## src/rtl/ddo_pkg.sv

```systemverilog
package ddo_pkg;

    typedef enum logic [2:0] {
        ST_WRITE     = 3'd0,
        ST_STROBE_LO = 3'd1,
        ST_STROBE_HI = 3'd2,
        ST_SHIFT     = 3'd3,
        ST_GUARD     = 3'd4
    } seq_state_e;

endpackage

```

## src/rtl/sclk_edge_sync.sv

```systemverilog
module sclk_edge_sync #(
    parameter int SYNC_STAGES = 2
) (
    input  logic clk,
    input  logic rst_n,
    input  logic sclk_i,
    output logic fall_o
);

    logic [SYNC_STAGES-1:0] chain_q;
    logic                   prev_q;

    always_ff @(posedge clk) begin
        if (!rst_n) begin
            chain_q <= '0;
            prev_q  <= 1'b0;
        end else begin
            chain_q <= {chain_q[SYNC_STAGES-2:0], sclk_i};
            prev_q  <= chain_q[SYNC_STAGES-1];
        end
    end

    // a high-to-low step seen on the synchronized level
    assign fall_o = prev_q & ~chain_q[SYNC_STAGES-1];

endmodule

```

## src/rtl/cycle_sequencer.sv

```systemverilog
module cycle_sequencer
    import ddo_pkg::*;
#(
    parameter int CYCLE_LEN = 384,
    parameter int WRITE_LEN = 6,
    parameter int LOW_LEN   = 6,
    parameter int HIGH_LEN  = 6,
    parameter int GUARD_LEN = 24
) (
    input  logic       clk,
    input  logic       rst_n,
    output seq_state_e state_o,
    output logic       load_o,
    output logic       ptr_clr_o
);

    localparam int SHIFT_LEN = CYCLE_LEN - WRITE_LEN - LOW_LEN - HIGH_LEN - GUARD_LEN;
    localparam int TMR_W     = $clog2(CYCLE_LEN);

    seq_state_e       state_q, state_nx;
    logic [TMR_W-1:0] tmr_q, tmr_nx;
    logic [TMR_W-1:0] last_tick;
    logic             at_last;

    // state register process
    always_ff @(posedge clk) begin
        if (!rst_n) begin
            state_q <= ST_WRITE;
            tmr_q   <= '0;
        end else begin
            state_q <= state_nx;
            tmr_q   <= tmr_nx;
        end
    end

    always_comb begin
        unique case (state_q)
            ST_WRITE:     last_tick = TMR_W'(WRITE_LEN - 1);
            ST_STROBE_LO: last_tick = TMR_W'(LOW_LEN - 1);
            ST_STROBE_HI: last_tick = TMR_W'(HIGH_LEN - 1);
            ST_SHIFT:     last_tick = TMR_W'(SHIFT_LEN - 1);
            ST_GUARD:     last_tick = TMR_W'(GUARD_LEN - 1);
            default:      last_tick = '0;
        endcase
    end

    assign at_last = (tmr_q == last_tick);

    // next-state process
    always_comb begin
        state_nx = state_q;
        tmr_nx   = tmr_q + 1'b1;
        if (at_last) begin
            tmr_nx = '0;
            unique case (state_q)
                ST_WRITE:     state_nx = ST_STROBE_LO;
                ST_STROBE_LO: state_nx = ST_STROBE_HI;
                ST_STROBE_HI: state_nx = ST_SHIFT;
                ST_SHIFT:     state_nx = ST_GUARD;
                ST_GUARD:     state_nx = ST_WRITE;
                default:      state_nx = ST_WRITE;
            endcase
        end
    end

    // output process
    always_comb begin
        load_o    = 1'b0;
        ptr_clr_o = 1'b0;
        unique case (state_q)
            ST_WRITE: begin
                load_o    = at_last;
                ptr_clr_o = (tmr_q == '0);
            end
            ST_STROBE_HI: ptr_clr_o = (tmr_q == '0);
            default: begin
                load_o    = 1'b0;
                ptr_clr_o = 1'b0;
            end
        endcase
    end

    assign state_o = state_q;

endmodule

```

## src/rtl/out_shift_reg.sv

```systemverilog
module out_shift_reg #(
    parameter int WORD_W = 24
) (
    input  logic              clk,
    input  logic              rst_n,
    input  logic              load_i,
    input  logic [WORD_W-1:0] word_i,
    input  logic              settled_i,
    input  logic              ptr_clr_i,
    input  logic              adv_i,
    output logic [WORD_W-1:0] word_o,
    output logic [WORD_W-1:0] sh_o,
    output logic              strobe_en_o
);

    logic [WORD_W-1:0] word_q;
    logic [WORD_W-1:0] sh_q;
    logic              strobe_q;

    // output word register, written once per conversion period
    always_ff @(posedge clk) begin
        if (!rst_n) begin
            word_q   <= '0;
            strobe_q <= 1'b0;
        end else if (load_i) begin
            word_q   <= word_i;
            strobe_q <= settled_i;
        end
    end

    // shifter: rewinding to the MSB equals clearing the bit pointer;
    // zeros fill from below so that an over-read reads low
    always_ff @(posedge clk) begin
        if (!rst_n) begin
            sh_q <= '0;
        end else if (ptr_clr_i) begin
            sh_q <= word_q;
        end else if (adv_i) begin
            sh_q <= {sh_q[WORD_W-2:0], 1'b0};
        end
    end

    assign word_o      = word_q;
    assign sh_o        = sh_q;
    assign strobe_en_o = strobe_q;

endmodule

```

## src/rtl/ddo_pin_ctrl.sv

```systemverilog
module ddo_pin_ctrl
    import ddo_pkg::*;
#(
    parameter int WORD_W      = 24,
    parameter int CYCLE_LEN   = 384,
    parameter int WRITE_LEN   = 6,
    parameter int LOW_LEN     = 6,
    parameter int HIGH_LEN    = 6,
    parameter int GUARD_LEN   = 24,
    parameter int SYNC_STAGES = 2
) (
    input  logic              clk,
    input  logic              rst_n,
    input  logic              sclk_i,
    input  logic [WORD_W-1:0] result_i,
    input  logic              settled_i,
    output logic              dout_rdy_o
);

    seq_state_e        state;
    logic              load;
    logic              ptr_clr;
    logic              sclk_fall;
    logic              adv;
    logic [WORD_W-1:0] word_q;
    logic [WORD_W-1:0] sh_q;
    logic              strobe_en;

    sclk_edge_sync #(
        .SYNC_STAGES (SYNC_STAGES)
    ) u_sync (
        .clk    (clk),
        .rst_n  (rst_n),
        .sclk_i (sclk_i),
        .fall_o (sclk_fall)
    );

    cycle_sequencer #(
        .CYCLE_LEN (CYCLE_LEN),
        .WRITE_LEN (WRITE_LEN),
        .LOW_LEN   (LOW_LEN),
        .HIGH_LEN  (HIGH_LEN),
        .GUARD_LEN (GUARD_LEN)
    ) u_seq (
        .clk       (clk),
        .rst_n     (rst_n),
        .state_o   (state),
        .load_o    (load),
        .ptr_clr_o (ptr_clr)
    );

    // serial edges count only inside the shift phase
    assign adv = sclk_fall & (state == ST_SHIFT);

    out_shift_reg #(
        .WORD_W (WORD_W)
    ) u_oreg (
        .clk         (clk),
        .rst_n       (rst_n),
        .load_i      (load),
        .word_i      (result_i),
        .settled_i   (settled_i),
        .ptr_clr_i   (ptr_clr),
        .adv_i       (adv),
        .word_o      (word_q),
        .sh_o        (sh_q),
        .strobe_en_o (strobe_en)
    );

    // pin multiplexing
    always_comb begin
        unique case (state)
            ST_WRITE:     dout_rdy_o = 1'b1;
            ST_STROBE_LO: dout_rdy_o = ~strobe_en;
            ST_STROBE_HI: dout_rdy_o = 1'b1;
            ST_SHIFT:     dout_rdy_o = sh_q[WORD_W-1];
            ST_GUARD:     dout_rdy_o = 1'b1;
            default:      dout_rdy_o = 1'b1;
        endcase
    end

endmodule

```

## config.mk

```make
export PLATFORM = sky130hd
export DESIGN_NAME = ddo_pin_ctrl
export DESIGN_NICKNAME = d
export VERILOG_FILES = /design/src/rtl/ddo_pkg.sv /design/src/rtl/sclk_edge_sync.sv /design/src/rtl/cycle_sequencer.sv /design/src/rtl/out_shift_reg.sv /design/src/rtl/ddo_pin_ctrl.sv
export SDC_FILE = /design/constraint.sdc
export NUM_CORES = 1
export LEC_CHECK = 0
export BUFFER_PORTS_ARGS = -buffer_cell sky130_fd_sc_hd__buf_2
export CORE_MARGIN = 5
export CORE_UTILIZATION = 30
export CTS_CLUSTER_DIAMETER = 150
export DETAILED_ROUTE_END_ITERATION = 6
export PLACE_DENSITY = 0.47
export SETUP_SLACK_MARGIN = 0.05
export SYNTH_ARGS = -nofsm -noshare
export SYNTH_HDL_FRONTEND = slang
export SYNTH_HIERARCHICAL = 1
export SYNTH_SLANG_ARGS = --single-unit
```

## constraint.sdc

```tcl
create_clock -name clk -period 2.8 [get_ports clk]
set_input_delay 0.56 -clock clk [delete_from_list [all_inputs] [get_ports clk]]
set_output_delay 0.56 -clock clk [all_outputs]
set_load 0.02 [all_outputs]
```

== Word-level counts from Yosys, hierarchy flattened ==
Cells that the tools add are included.
W data, S select, Z words.

* Bits of input ports: 28
* Logic and storage cells: 31
* Bits in latches: 0
* RAM bits: 0
* Output and inout bits: 1
* Memories kept: 0
* Bits in read-only memories: 0
* Register bits after elaboration: 64

* Shift operators: 0
* $lt $le $gt $ge: 0
* Reduce and logical (&&, ||, !) cells: 6
* Multipliers: 0
* Equality and inequality tests: 5
* Muxes and demuxes: 7
* $add $sub $neg: 1
* Bitwise gates (word level): 5
* Divide/modulo/power cells: 0

{| class="wikitable"
|+ Operators by type and width
! operator !! number
|-
| $mux W24 || 2
|-
| $pmux W9 S3 || 1
|-
| $pmux W3 S4 || 1
|-
| $add A9 B1 Y9 const B || 1
|-
| $eq A9 B9 Y1 || 1
|-
| $logic_not A9 Y1 || 1
|-
| $eq A3 B2 Y1 const B || 2
|-
| $reduce_or A2 Y1 || 2
|-
| $eq A3 B1 Y1 const B || 1
|-
| $eq A3 B3 Y1 const B || 1
|-
| $logic_not A3 Y1 || 1
|-
| $not A1 Y1 || 3
|-
| $reduce_or A3 Y1 || 1
|-
| $and A1 B1 Y1 || 2
|-
| $mux W1 || 2
|-
| $pmux W1 S2 || 1
|-
| $reduce_bool A2 Y1 || 1
|}

== Depth between registers and ports, before layout ==
Gate-level depths: netlist of run 1.

* Word-level depth: 5
* Gate-level depth with buffers: 10
* Gate-level depth less buffers: 7

== Cells and area by module ==
The synthesis of run 1 kept the hierarchy.

{| class="wikitable"
|+ By module, submodules not included
! module !! seq. area each (µm²) !! area an instance (µm²) !! cells each !! times used
|-
| out_shift_reg || 980.9 || 2212.1 || 187 || 1
|-
| cycle_sequencer || 240.2 || 676.9 || 81 || 1
|-
| sclk_edge_sync || 60.1 || 88.8 || 7 || 1
|-
| ddo_pin_ctrl || 0.0 || 37.5 || 5 || 1
|}

== Least setup slack after synthesis of run 1 ==
No wires, ideal clock.

* Path kind: flip-flop to flip-flop
* Start: register u_seq.state_q[2] (netlist: u_seq/state_o[2])
* End: register u_oreg.word_q[10] (netlist: u_oreg/word_o[10])
* Arrival time: 2.298 ns
* Clock period less this slack: 2.414 ns
* Library setup time: 0.116 ns
* Required time: 2.684 ns
* Stages on the path, launching flop included: 11
* Setup slack: 0.386 ns
* Path buffers: 3
* Path through: dfxtp_1 -> buf_4 -> and3b_4 -> or3_4 -> a221oi_2 -> nand2_1 -> nor4_1 -> buf_2 -> buf_4 -> mux2i_1 -> nor2b_1

* Longest elaborated chain between the ends: 5
* Elaborated cells between the ends (all ways): 9
* Classes of those cells: eq/ne (5); mux (2); reduce/logical (2)

{| class="wikitable"
|+ Ends and longest elaborated chain
! what !! line !! RTL
|-
| start, declared || cycle_sequencer.sv:20 || <nowiki>seq_state_e state_q, state_nx;</nowiki>
|-
| start signal, assigned || cycle_sequencer.sv:31 || <nowiki>state_q <= state_nx;</nowiki>
|-
| $eq A3 B1 Y1, or another cell as far along || cycle_sequencer.sv:37 || <nowiki>unique case (state_q)</nowiki>
|-
| $reduce_or A3 Y1 (no source line) || n/a ||
|-
| $pmux W9 S3 || cycle_sequencer.sv:37 ||
|-
| $eq A9 B9 Y1 || cycle_sequencer.sv:47 || <nowiki>assign at_last = (tmr_q == last_tick);</nowiki>
|-
| $mux W1 * || cycle_sequencer.sv:70 || <nowiki>unique case (state_q)</nowiki>
|-
| net load || ddo_pin_ctrl.sv:21 || <nowiki>logic load;</nowiki>
|-
| end signal, assigned || out_shift_reg.sv:26 || <nowiki>word_q <= word_i;</nowiki>
|-
| end, declared || out_shift_reg.sv:16 || <nowiki>logic [WORD_W-1:0] word_q;</nowiki>
|}

Mark *: on every way through the listed nets, which the timed path passes. The rest lies on a longest branch.
A chain may end at the register's enable or synchronous reset.

== Final worst setup path of run 1 ==
Same ends and word-level chain as after synthesis.

==> results of run 1 <==
## stage by stage
step	worst slack, ns	cell area [sq um]	total power [mW]
floorplan	0.386	3020	1.22
global placement	0.330	3270	1.29
detailed placement	0.265	3270	1.29
CTS	0.263	3480	2.13
global route	0.0527	3500	2.21
finish	0.318	3500	2.09
## placed cells by master, fill, tap and decap left out, types with 2 or more instances in the layout
cell,instances
dfxtp_1,63
buf_2,28
nor2b_1,27
mux2i_1,25
nand2b_1,23
o211a_1,23
mux2_4,19
clkbuf_8,12
nor2_1,10
buf_4,9
nand3_1,8
o21ai_0,6
xor2_1,6
mux2_2,4
nand2_1,4
inv_1,4
a21oi_1,4
and3_1,3
nand4_1,3
and2_1,3
nor3b_1,2
ha_1,2
## kinds of logic (layout without fill, tap and decap cells)
group                    count (synthesis)  after routing
flip-flops                              64             64
AO/OA/AOI/OAI                           42             42
buffers and inverters                   24             57
AND/OR/NAND/NOR                         93             93
adder cells (fa/ha/maj)                  2              2
XOR/XNOR                                 7              7
multiplexers                            48             48
## power groups by stage
stage	sequential [mW]	clock (mW)	combinational, mW
after floorplan	1.01	0	0.212
after global placement	1.02	0	0.264
after detailed placement	1.03	0	0.266
after CTS	1.01	0.857	0.268
after global routing	1.01	0.898	0.298
final	1.00	0.818	0.265
## worst paths after layout
path | from | end | slack, ns | cells after the start
setup / recovery | u_seq/state_o[2] | u_oreg/word_o[10] | 0.32 | 9
hold / removal | sclk_i | u_sync/chain_q[0] | 0.44 | 2
setup reg to reg | u_seq/state_o[2] | u_oreg/word_o[10] | 0.32 | 9
hold reg to reg | u_sync/chain_q[1] | u_sync/prev_q | 0.46 | 1
## flip-flops by register name, summed over array words and instances, names as in the netlist
signal / flops
u_oreg/strobe_en_o: 1
u_sync/prev_q: 1
u_oreg/word_o: 24
u_oreg/sh_o: 24
u_sync/chain_q: 2
u_seq/tmr_q: 9
u_seq/state_o: 3
## per-layer routing
metal	share of wire (%)	wire length [um]	global-route usage [%]
met3	4.1	236	2.97
met5	0	0	0
met1	50	2920	13.9
met4	1.7	97	4.22
met2	44	2550	15.4
## cell type report
| class | instances | area, sq um |
|---|---|---|
| Timing Repair Buffer | 38 | 219 |
| Multi-Input combinational cell | 192 | 1610 |
| Sequential cell | 64 | 1280 |
| Inverter | 4 | 15.0 |
| Clock inverter | 2 | 37.5 |
| Fill cell | 1032 | 6270 |
| Tap cell | 133 | 166 |
| Clock buffer | 13 | 169 |
## worst register-to-register path, stage by stage, from the launching register on
cell      delay, ns
dfxtp_1        0.46
buf_4          0.20
nor3b_1        0.26
o21ai_0        0.17
a221oi_2       0.35
nand2_1        0.14
nor4_2         0.23
buf_6          0.28
mux2i_1        0.22
nor2b_1        0.06
## timing repair
item	CTS	global route
endpoints found under the setup margin	0	20
gates resized for setup	0	2
hold endpoints to repair	0	0
buffers inserted	0	2
hold buffers	0	0
==> flow_metrics.env, run 1 <==
export IMPL_status="finished clean"
export IMPL_yosys_area_top_type_share_pct=42.5
export IMPL_drive_gt1_share_pct=27.2
export IMPL_grt_pass1_wl_mm=9.60
export IMPL_hold_class="in2reg"
export IMPL_cts_inserted_buffers=9
export IMPL_clkPwrFrac_pct=39.2
export IMPL_crit_slowest_cell="dfxtp_1"
export IMPL_yosysTopAreaCell="dfxtp_1"
export IMPL_grt_max_degree=49
export IMPL_swShare_pct=23.8
export IMPL_cp_buffers_inverters=2
export IMPL_ir_drop_mv=0.260
export IMPL_routedWlPerCell_um=13.0
export IMPL_synthMuxAreaShare_pct=19.3
export IMPL_maxCapViolations=0
export IMPL_via_per_inst=4.49
export IMPL_grt_use_total_pct=10.3
export IMPL_core_sq_um=9770
export IMPL_synthDistinctLibCells=44
export IMPL_fin_util_pct=35.8
export IMPL_synth_xor_area_share_pct=2.03
export IMPL_die_w_um=110
export IMPL_crit_required_ns=3.02
export IMPL_ys_seq_elements=64
export IMPL_ys_top_cells_by_count="dfxtp_1 (64), nor2b_1 (27), mux2i_1 (25)"
export IMPL_whs_ns=0.435
export IMPL_root_buffer="clkbuf_8"
export IMPL_drv_slew=0
export IMPL_synthCells=280
export IMPL_start_util_pct=30.8
export IMPL_synth_edf_count=0
export IMPL_synth_ff_type="dfxtp_1"
export IMPL_worstPathCellList="buf_4 -> nor3b_1 -> o21ai_0 -> a221oi_2 -> nand2_1 -> nor4_2 -> buf_6 -> mux2i_1 -> nor2b_1"
export IMPL_power_switching_mw=0.497
export IMPL_hold_viol_final=0
export IMPL_antenna_cells=0
export IMPL_io_buffers=28
export IMPL_drt_antenna_violating_nets=0
export IMPL_num_vias=2004
export IMPL_die_h_um=110
export IMPL_drc=0
export IMPL_synthArstFlopShare_pct=0
export IMPL_gp_congestion=0.789
export IMPL_crit_path_max_incr_delay_ns=0.46
export IMPL_io_pins=29
export IMPL_ys_seq_area_share_pct=42.5
export IMPL_fin_tns_setup_ns=0
export IMPL_min_period_ns=2.48
export IMPL_slew_headroom_pct=61.0
export IMPL_htree_levels=3
export IMPL_max_freq_ghz=0.403
export IMPL_seq_power_share_pct=48.1
export IMPL_synth_top_family_by_area="multiplexers"
export IMPL_fin_nets=339
export IMPL_critPathLaunchType="flip-flop"
export IMPL_rsz0062_at_grt="no"
export IMPL_end_kind="flip-flop"
export IMPL_cts_tree="done"
export IMPL_syn_to_final_growth_pct=16.1
export IMPL_clkTransAtPathRegs_ns=0.07
export IMPL_path_class="reg2reg"
export IMPL_die_area_sq_um=12200
export IMPL_finalNonFillerCells=446
export IMPL_power_density_nw_per_um2=596
export IMPL_synth_compound_area_share_pct=12.1
export IMPL_grt_ovfl_total=0
export IMPL_synthAdderAreaFrac_pct=0.830
export IMPL_syn_area_per_cell_sq_um=10.8
export IMPL_p_leak_nw=1.51
export IMPL_drt_iter0_markers=102
export IMPL_finalSetupViolCount=0
export IMPL_p_int_mw=1.59
export IMPL_skew_ns=0.00698
export IMPL_synth_area_sq_um=3020
export IMPL_p_comb_share_pct=12.7
export IMPL_drt_first_pass_iters=4
export IMPL_worst_slew_pin_slew_ns=0.585
export IMPL_dp_hpwl_mm=3.75
export IMPL_synthSimpleGateAreaFrac_pct=18.8
export IMPL_synth_nets=310
export IMPL_clk_insertion_delay_late_ns=0.33
export IMPL_grt_pass1_vias=1949
export IMPL_rows=36
export IMPL_finalWirelength_mm=5.80
export IMPL_cts_path_max_buffers=2
export IMPL_critical_path_arrival_ns=2.71
export IMPL_path_max_fanout=16
export IMPL_yosys_top_cells_area="dfxtp_1 (42%), mux2_4 (9.5%), mux2i_1 (8.3%)"
export IMPL_yosysMostFrequentCell="dfxtp_1"
export IMPL_dp_cells=429
export IMPL_finalCritPeriodShare_pct=88.6
export IMPL_yosysWarnings=6
export IMPL_grt_antenna_before_repair=0
export IMPL_cts_sinks=64
export IMPL_crit_family="simple AND/OR/NAND/NOR gates"
Power figures use the tool's default switching activity.
==> run 2: changes to the inputs <==
--- a/config.mk
+++ b/config.mk
@@ -8,10 +8,12 @@
 export BUFFER_PORTS_ARGS = -buffer_cell sky130_fd_sc_hd__buf_2
 export CORE_MARGIN = 5
 export CORE_UTILIZATION = 30
+export CTS_BUF_LIST = sky130_fd_sc_hd__clkbuf_8
 export CTS_CLUSTER_DIAMETER = 150
 export DETAILED_ROUTE_END_ITERATION = 6
 export PLACE_DENSITY = 0.47
 export SETUP_SLACK_MARGIN = 0.05
+export SKIP_CTS_REPAIR_TIMING = 1
 export SYNTH_ARGS = -nofsm -noshare
 export SYNTH_HDL_FRONTEND = slang
 export SYNTH_HIERARCHICAL = 1
==> flow_metrics.env, run 2 (synthesis gave the netlist of run 1 again) <==
export IMPL_status="finished clean"
export IMPL_hold_class="in2reg"
export IMPL_routedWlPerCell_um=13.0
export IMPL_p_leak_nw=1.52
export IMPL_crit_required_ns=3.02
export IMPL_die_area_sq_um=12200
export IMPL_cp_buffers_inverters=2
export IMPL_power_switching_mw=0.497
export IMPL_path_class="reg2reg"
export IMPL_syn_to_final_growth_pct=16.1
export IMPL_rows=36
export IMPL_hp_start="sclk_i"
export IMPL_die_w_um=110
export IMPL_worst_slew_pin_slew_ns=0.585
export IMPL_min_period_ns=2.48
export IMPL_power_density_nw_per_um2=595
export IMPL_r2r_setup_slack_ns=0.32
export IMPL_finalWirelength_mm=5.80
export IMPL_cts_path_max_buffers=2
export IMPL_clkPwrFrac_pct=39.1
export IMPL_cts_inserted_buffers=9
export IMPL_finalCritPeriodShare_pct=88.6
export IMPL_reg2regPathDepth=9
export IMPL_core_sq_um=9770
export IMPL_grt_antenna_before_repair=0
export IMPL_critPathLaunchType="flip-flop"
export IMPL_fin_nets=339
export IMPL_drive_gt1_share_pct=27.2
export IMPL_start_util_pct=30.8
export IMPL_path_max_fanout=16
export IMPL_final_common_cell="dfxtp_1"
export IMPL_whs_ns=0.435
export IMPL_grt_use_total_pct=10.3
export IMPL_end_kind="flip-flop"
export IMPL_drt_iter0_markers=102
export IMPL_dp_hpwl_mm=3.75
export IMPL_drt_antenna_violating_nets=0
export IMPL_io_buffers=28
export IMPL_gp_congestion=0.789
export IMPL_timing_rr_start="u_seq/state_o[2]"
export IMPL_fin_tns_setup_ns=0
export IMPL_max_freq_ghz=0.403
export IMPL_maxCapViolations=0
export IMPL_io_pins=29
export IMPL_grt_ovfl_total=0
export IMPL_cts_tree="done"
export IMPL_hold_path_end="u_sync/chain_q[0]"
export IMPL_cts_sinks=64
export IMPL_crit_path_max_incr_delay_ns=0.46
export IMPL_drt_first_pass_iters=4
export IMPL_slew_headroom_pct=61.0
export IMPL_crit_slowest_cell="dfxtp_1"
export IMPL_seq_power_share_pct=48.2
export IMPL_root_buffer="clkbuf_8"
export IMPL_grt_pass1_vias=1949
export IMPL_p_comb_share_pct=12.7
export IMPL_finalSetupViolCount=0
export IMPL_swShare_pct=23.8
export IMPL_p_int_mw=1.59
export IMPL_final_cell_mix="dfxtp_1 (63), buf_2 (28), nor2b_1 (27), mux2i_1 (25)"
export IMPL_grt_pass1_wl_mm=9.60
export IMPL_die_h_um=110
export IMPL_critical_path_arrival_ns=2.71
export IMPL_crit_family="simple AND/OR/NAND/NOR gates"
export IMPL_clkTransAtPathRegs_ns=0.07
export IMPL_grt_max_degree=49
export IMPL_antenna_cells=0
export IMPL_skew_ns=0.00698
export IMPL_drv_slew=0
export IMPL_hold_path_depth=2
export IMPL_ir_drop_mv=0.260
export IMPL_htree_levels=3
export IMPL_via_per_inst=4.49
export IMPL_drc=0
export IMPL_hold_viol_final=0
export IMPL_rsz0062_at_grt="no"
export IMPL_worstPathCellList="buf_4 -> nor3b_1 -> o21ai_0 -> a221oi_2 -> nand2_1 -> nor4_2 -> buf_6 -> mux2i_1 -> nor2b_1"
export IMPL_r2r_end="u_oreg/word_o[10]"
export IMPL_num_vias=2004
export IMPL_clk_insertion_delay_late_ns=0.33
[run 2: power by group through the flow]
stage / registers [mW] / clock network, mW / logic [mW]
floorplan: 1.01 / 0 / 0.212
global placement: 1.02 / 0 / 0.264
detailed placement: 1.03 / 0 / 0.266
CTS: 1.01 / 0.854 / 0.268
global route: 1.01 / 0.894 / 0.298
finish: 1.00 / 0.814 / 0.265
[run 2: area by class of cell]
cell class | count | area [sq um]
Sequential cell | 64 | 1280
Tap cell | 133 | 166
Multi-Input combinational cell | 192 | 1610
Inverter | 4 | 15.0
Clock buffer | 12 | 165
Clock inverter | 3 | 41.3
Fill cell | 1032 | 6270
Timing Repair Buffer | 38 | 219
[run 2: worst max path at each step]
stage                     startpoint           endpoint  slack, ns  cells after the start
finish              u_seq/state_o[2]  u_oreg/word_o[10]       0.32                      9
CTS                 u_seq/state_o[0]  u_oreg/word_o[10]       0.26                      8
detailed placement  u_seq/state_o[0]  u_oreg/word_o[15]       0.27                      8
global route        u_seq/state_o[2]  u_oreg/word_o[18]       0.05                      9
floorplan           u_seq/state_o[2]  u_oreg/word_o[10]       0.39                     10
global placement    u_seq/state_o[2]  u_oreg/word_o[12]       0.33                      8
[run 2: layer usage]
| metal | track usage (%) | vias to the layer above | routed length [um] |
|---|---|---|---|
| met2 | 15.4 | 43 | 2550 |
| met3 | 2.97 | 11 | 236 |
| met1 | 13.9 | 913 | 2920 |
| met5 | 0 | - | 0 |
| met4 | 4.22 | 0 | 97 |
| li1 | - | 1037 | - |
[run 2: metrics by stage]
stage	instances	power [mW]	worst slack (ns)	utilization [%]	cell area, sq um
2_1_floorplan	280	1.22	0.386	-	3020
3_3_place_gp	429	1.29	0.330	33.5	3270
3_5_place_dp	429	1.29	0.265	33.5	3270
4_1_cts	444	2.13	0.263	35.6	3480
5_1_grt	446	2.20	0.0522	35.8	3500
6_report	446	2.08	0.318	35.8	3500
==> run 3: changes to the inputs <==
--- a/config.mk
+++ b/config.mk
@@ -6,12 +6,13 @@
 export NUM_CORES = 1
 export LEC_CHECK = 0
 export BUFFER_PORTS_ARGS = -buffer_cell sky130_fd_sc_hd__buf_2
+export CAP_MARGIN = 0
 export CORE_MARGIN = 5
 export CORE_UTILIZATION = 30
 export CTS_BUF_LIST = sky130_fd_sc_hd__clkbuf_8
 export CTS_CLUSTER_DIAMETER = 150
 export DETAILED_ROUTE_END_ITERATION = 6
-export PLACE_DENSITY = 0.47
+export PLACE_DENSITY = 0.43
 export SETUP_SLACK_MARGIN = 0.05
 export SKIP_CTS_REPAIR_TIMING = 1
 export SYNTH_ARGS = -nofsm -noshare
==> flow_metrics.env, run 3 (synthesis gave the netlist of run 1 again) <==
export IMPL_status="finished clean"
export IMPL_hold_viol_final=0
export IMPL_antenna_cells=0
export IMPL_die_h_um=110
export IMPL_skew_ns=0.00817
export IMPL_grt_pass1_vias=2121
export IMPL_grt_max_degree=46
export IMPL_cp_num_cells=8
export IMPL_crit_required_ns=3.02
export IMPL_maxCapViolations=0
export IMPL_cts_inserted_buffers=9
export IMPL_finalSetupViolCount=0
export IMPL_clk_insertion_delay_late_ns=0.33
export IMPL_crit_family="simple AND/OR/NAND/NOR gates"
export IMPL_cts_tree="done"
export IMPL_path_class="reg2reg"
export IMPL_grt_ovfl_total=0
export IMPL_dp_hpwl_mm=3.63
export IMPL_drt_first_pass_iters=3
export IMPL_cts_path_max_buffers=2
export IMPL_min_period_ns=2.55
export IMPL_grt_antenna_before_repair=0
export IMPL_clkTransAtPathRegs_ns=0.06
export IMPL_drt_antenna_violating_nets=0
export IMPL_routedWlPerCell_um=12.6
export IMPL_fin_tns_setup_ns=0
export IMPL_p_leak_nw=1.51
export IMPL_die_w_um=110
export IMPL_cts_sinks=64
export IMPL_end_kind="flip-flop"
export IMPL_cp_buffers_inverters=1
export IMPL_die_area_sq_um=12200
export IMPL_ir_drop_mv=0.203
export IMPL_via_per_inst=4.49
export IMPL_crit_path_end="u_oreg/word_o[2]"
export IMPL_syn_to_final_growth_pct=15.4
export IMPL_drt_iter0_markers=77
export IMPL_finalWirelength_mm=5.57
export IMPL_max_freq_ghz=0.392
export IMPL_final_common_cell="dfxtp_1"
export IMPL_r2r_end="u_oreg/word_o[2]"
export IMPL_num_vias=1987
export IMPL_final_cell_mix="dfxtp_1 (64), buf_2 (28), nor2b_1 (27), mux2i_1 (25)"
export IMPL_timing_rr_start="u_seq/state_o[2]"
export IMPL_crit_path_start="u_seq/state_o[2]"
export IMPL_start_util_pct=30.8
export IMPL_drc=0
export IMPL_rsz0062_at_grt="no"
export IMPL_root_buffer="clkbuf_8"
export IMPL_hold_class="reg2reg"
export IMPL_grt_pass1_wl_mm=9.72
export IMPL_fin_nets=336
export IMPL_drv_slew=0
export IMPL_io_pins=29
export IMPL_worst_slew_pin_slew_ns=0.497
export IMPL_gp_congestion=0.731
export IMPL_crit_path_max_incr_delay_ns=0.52
export IMPL_grt_use_total_pct=10.3
export IMPL_critPathLaunchType="flip-flop"
export IMPL_slew_headroom_pct=66.5
export IMPL_finalCritPeriodShare_pct=91.0
export IMPL_critical_path_arrival_ns=2.77
export IMPL_finalPower_mw=2.11
export IMPL_power_density_nw_per_um2=607
export IMPL_drive_gt1_share_pct=25.8
export IMPL_crit_slowest_cell="dfxtp_1"
export IMPL_worstPathCellList="and3b_4 -> or3_4 -> a221oi_2 -> nand2_1 -> nor4_2 -> buf_4 -> mux2i_1 -> nor2b_1"
export IMPL_core_sq_um=9770
export IMPL_path_max_fanout=12
export IMPL_io_buffers=28
export IMPL_r2r_setup_slack_ns=0.25
export IMPL_reg2regPathDepth=8
export IMPL_htree_levels=3
export IMPL_rows=36
-- run 3: per-stage QoR --
step | setup slack [ns] | hold WS (ns) | cells | util (%) | instance area (sq um)
2_1_floorplan | 0.386 | 0.406 | 280 | - | 3020
3_3_place_gp | 0.276 | 0.408 | 428 | 33.5 | 3280
3_5_place_dp | 0.224 | 0.412 | 428 | 33.5 | 3280
4_1_cts | 0.222 | 0.424 | 443 | 35.6 | 3480
5_1_grt | 0.0566 | 0.434 | 443 | 35.6 | 3480
6_report | 0.251 | 0.426 | 443 | 35.6 | 3480
-- run 3: worst min-delay path by stage --
stage	start	to	slack [ns]	cells after the start
floorplan	u_sync/chain_q[0]	u_sync/chain_q[1]	0.41	1
global placement	u_sync/chain_q[0]	u_sync/chain_q[1]	0.41	1
detailed placement	u_sync/chain_q[0]	u_sync/chain_q[1]	0.41	1
CTS	sclk_i	u_sync/chain_q[0]	0.42	2
global route	sclk_i	u_sync/chain_q[0]	0.43	2
finish	u_sync/chain_q[0]	u_sync/chain_q[1]	0.43	1
-- run 3: layer usage --
| layer | GRT usage (%) | vias to the layer above | part of all wire (%) |
|---|---|---|---|
| li1 | - | 1027 | - |
| met1 | 12.5 | 932 | 49 |
| met3 | 3.44 | 5 | 4.1 |
| met4 | 4.49 | 0 | 1.0 |
| met5 | 0 | - | 0 |
| met2 | 16.7 | 23 | 46 |
-- run 3: area by class of cell --
cell class	count	area [sq um]
fill	1018	6290
clock inverter	6	77.6
multi-input combinational	192	1610
tap	133	166
inverter	4	15.0
timing repair buffer	35	205
sequential	64	1280
clock buffer	9	124
-- run 3: power by group --
| group | internal (mW) | switching (mW) | leakage, nW |
|---|---|---|---|
| Clock | 0.487 | 0.346 | 0.111 |
| Sequential | 0.966 | 0.0371 | 0.521 |
| Combinational | 0.153 | 0.121 | 0.876 |
| Total | 1.61 | 0.504 | 1.51 |
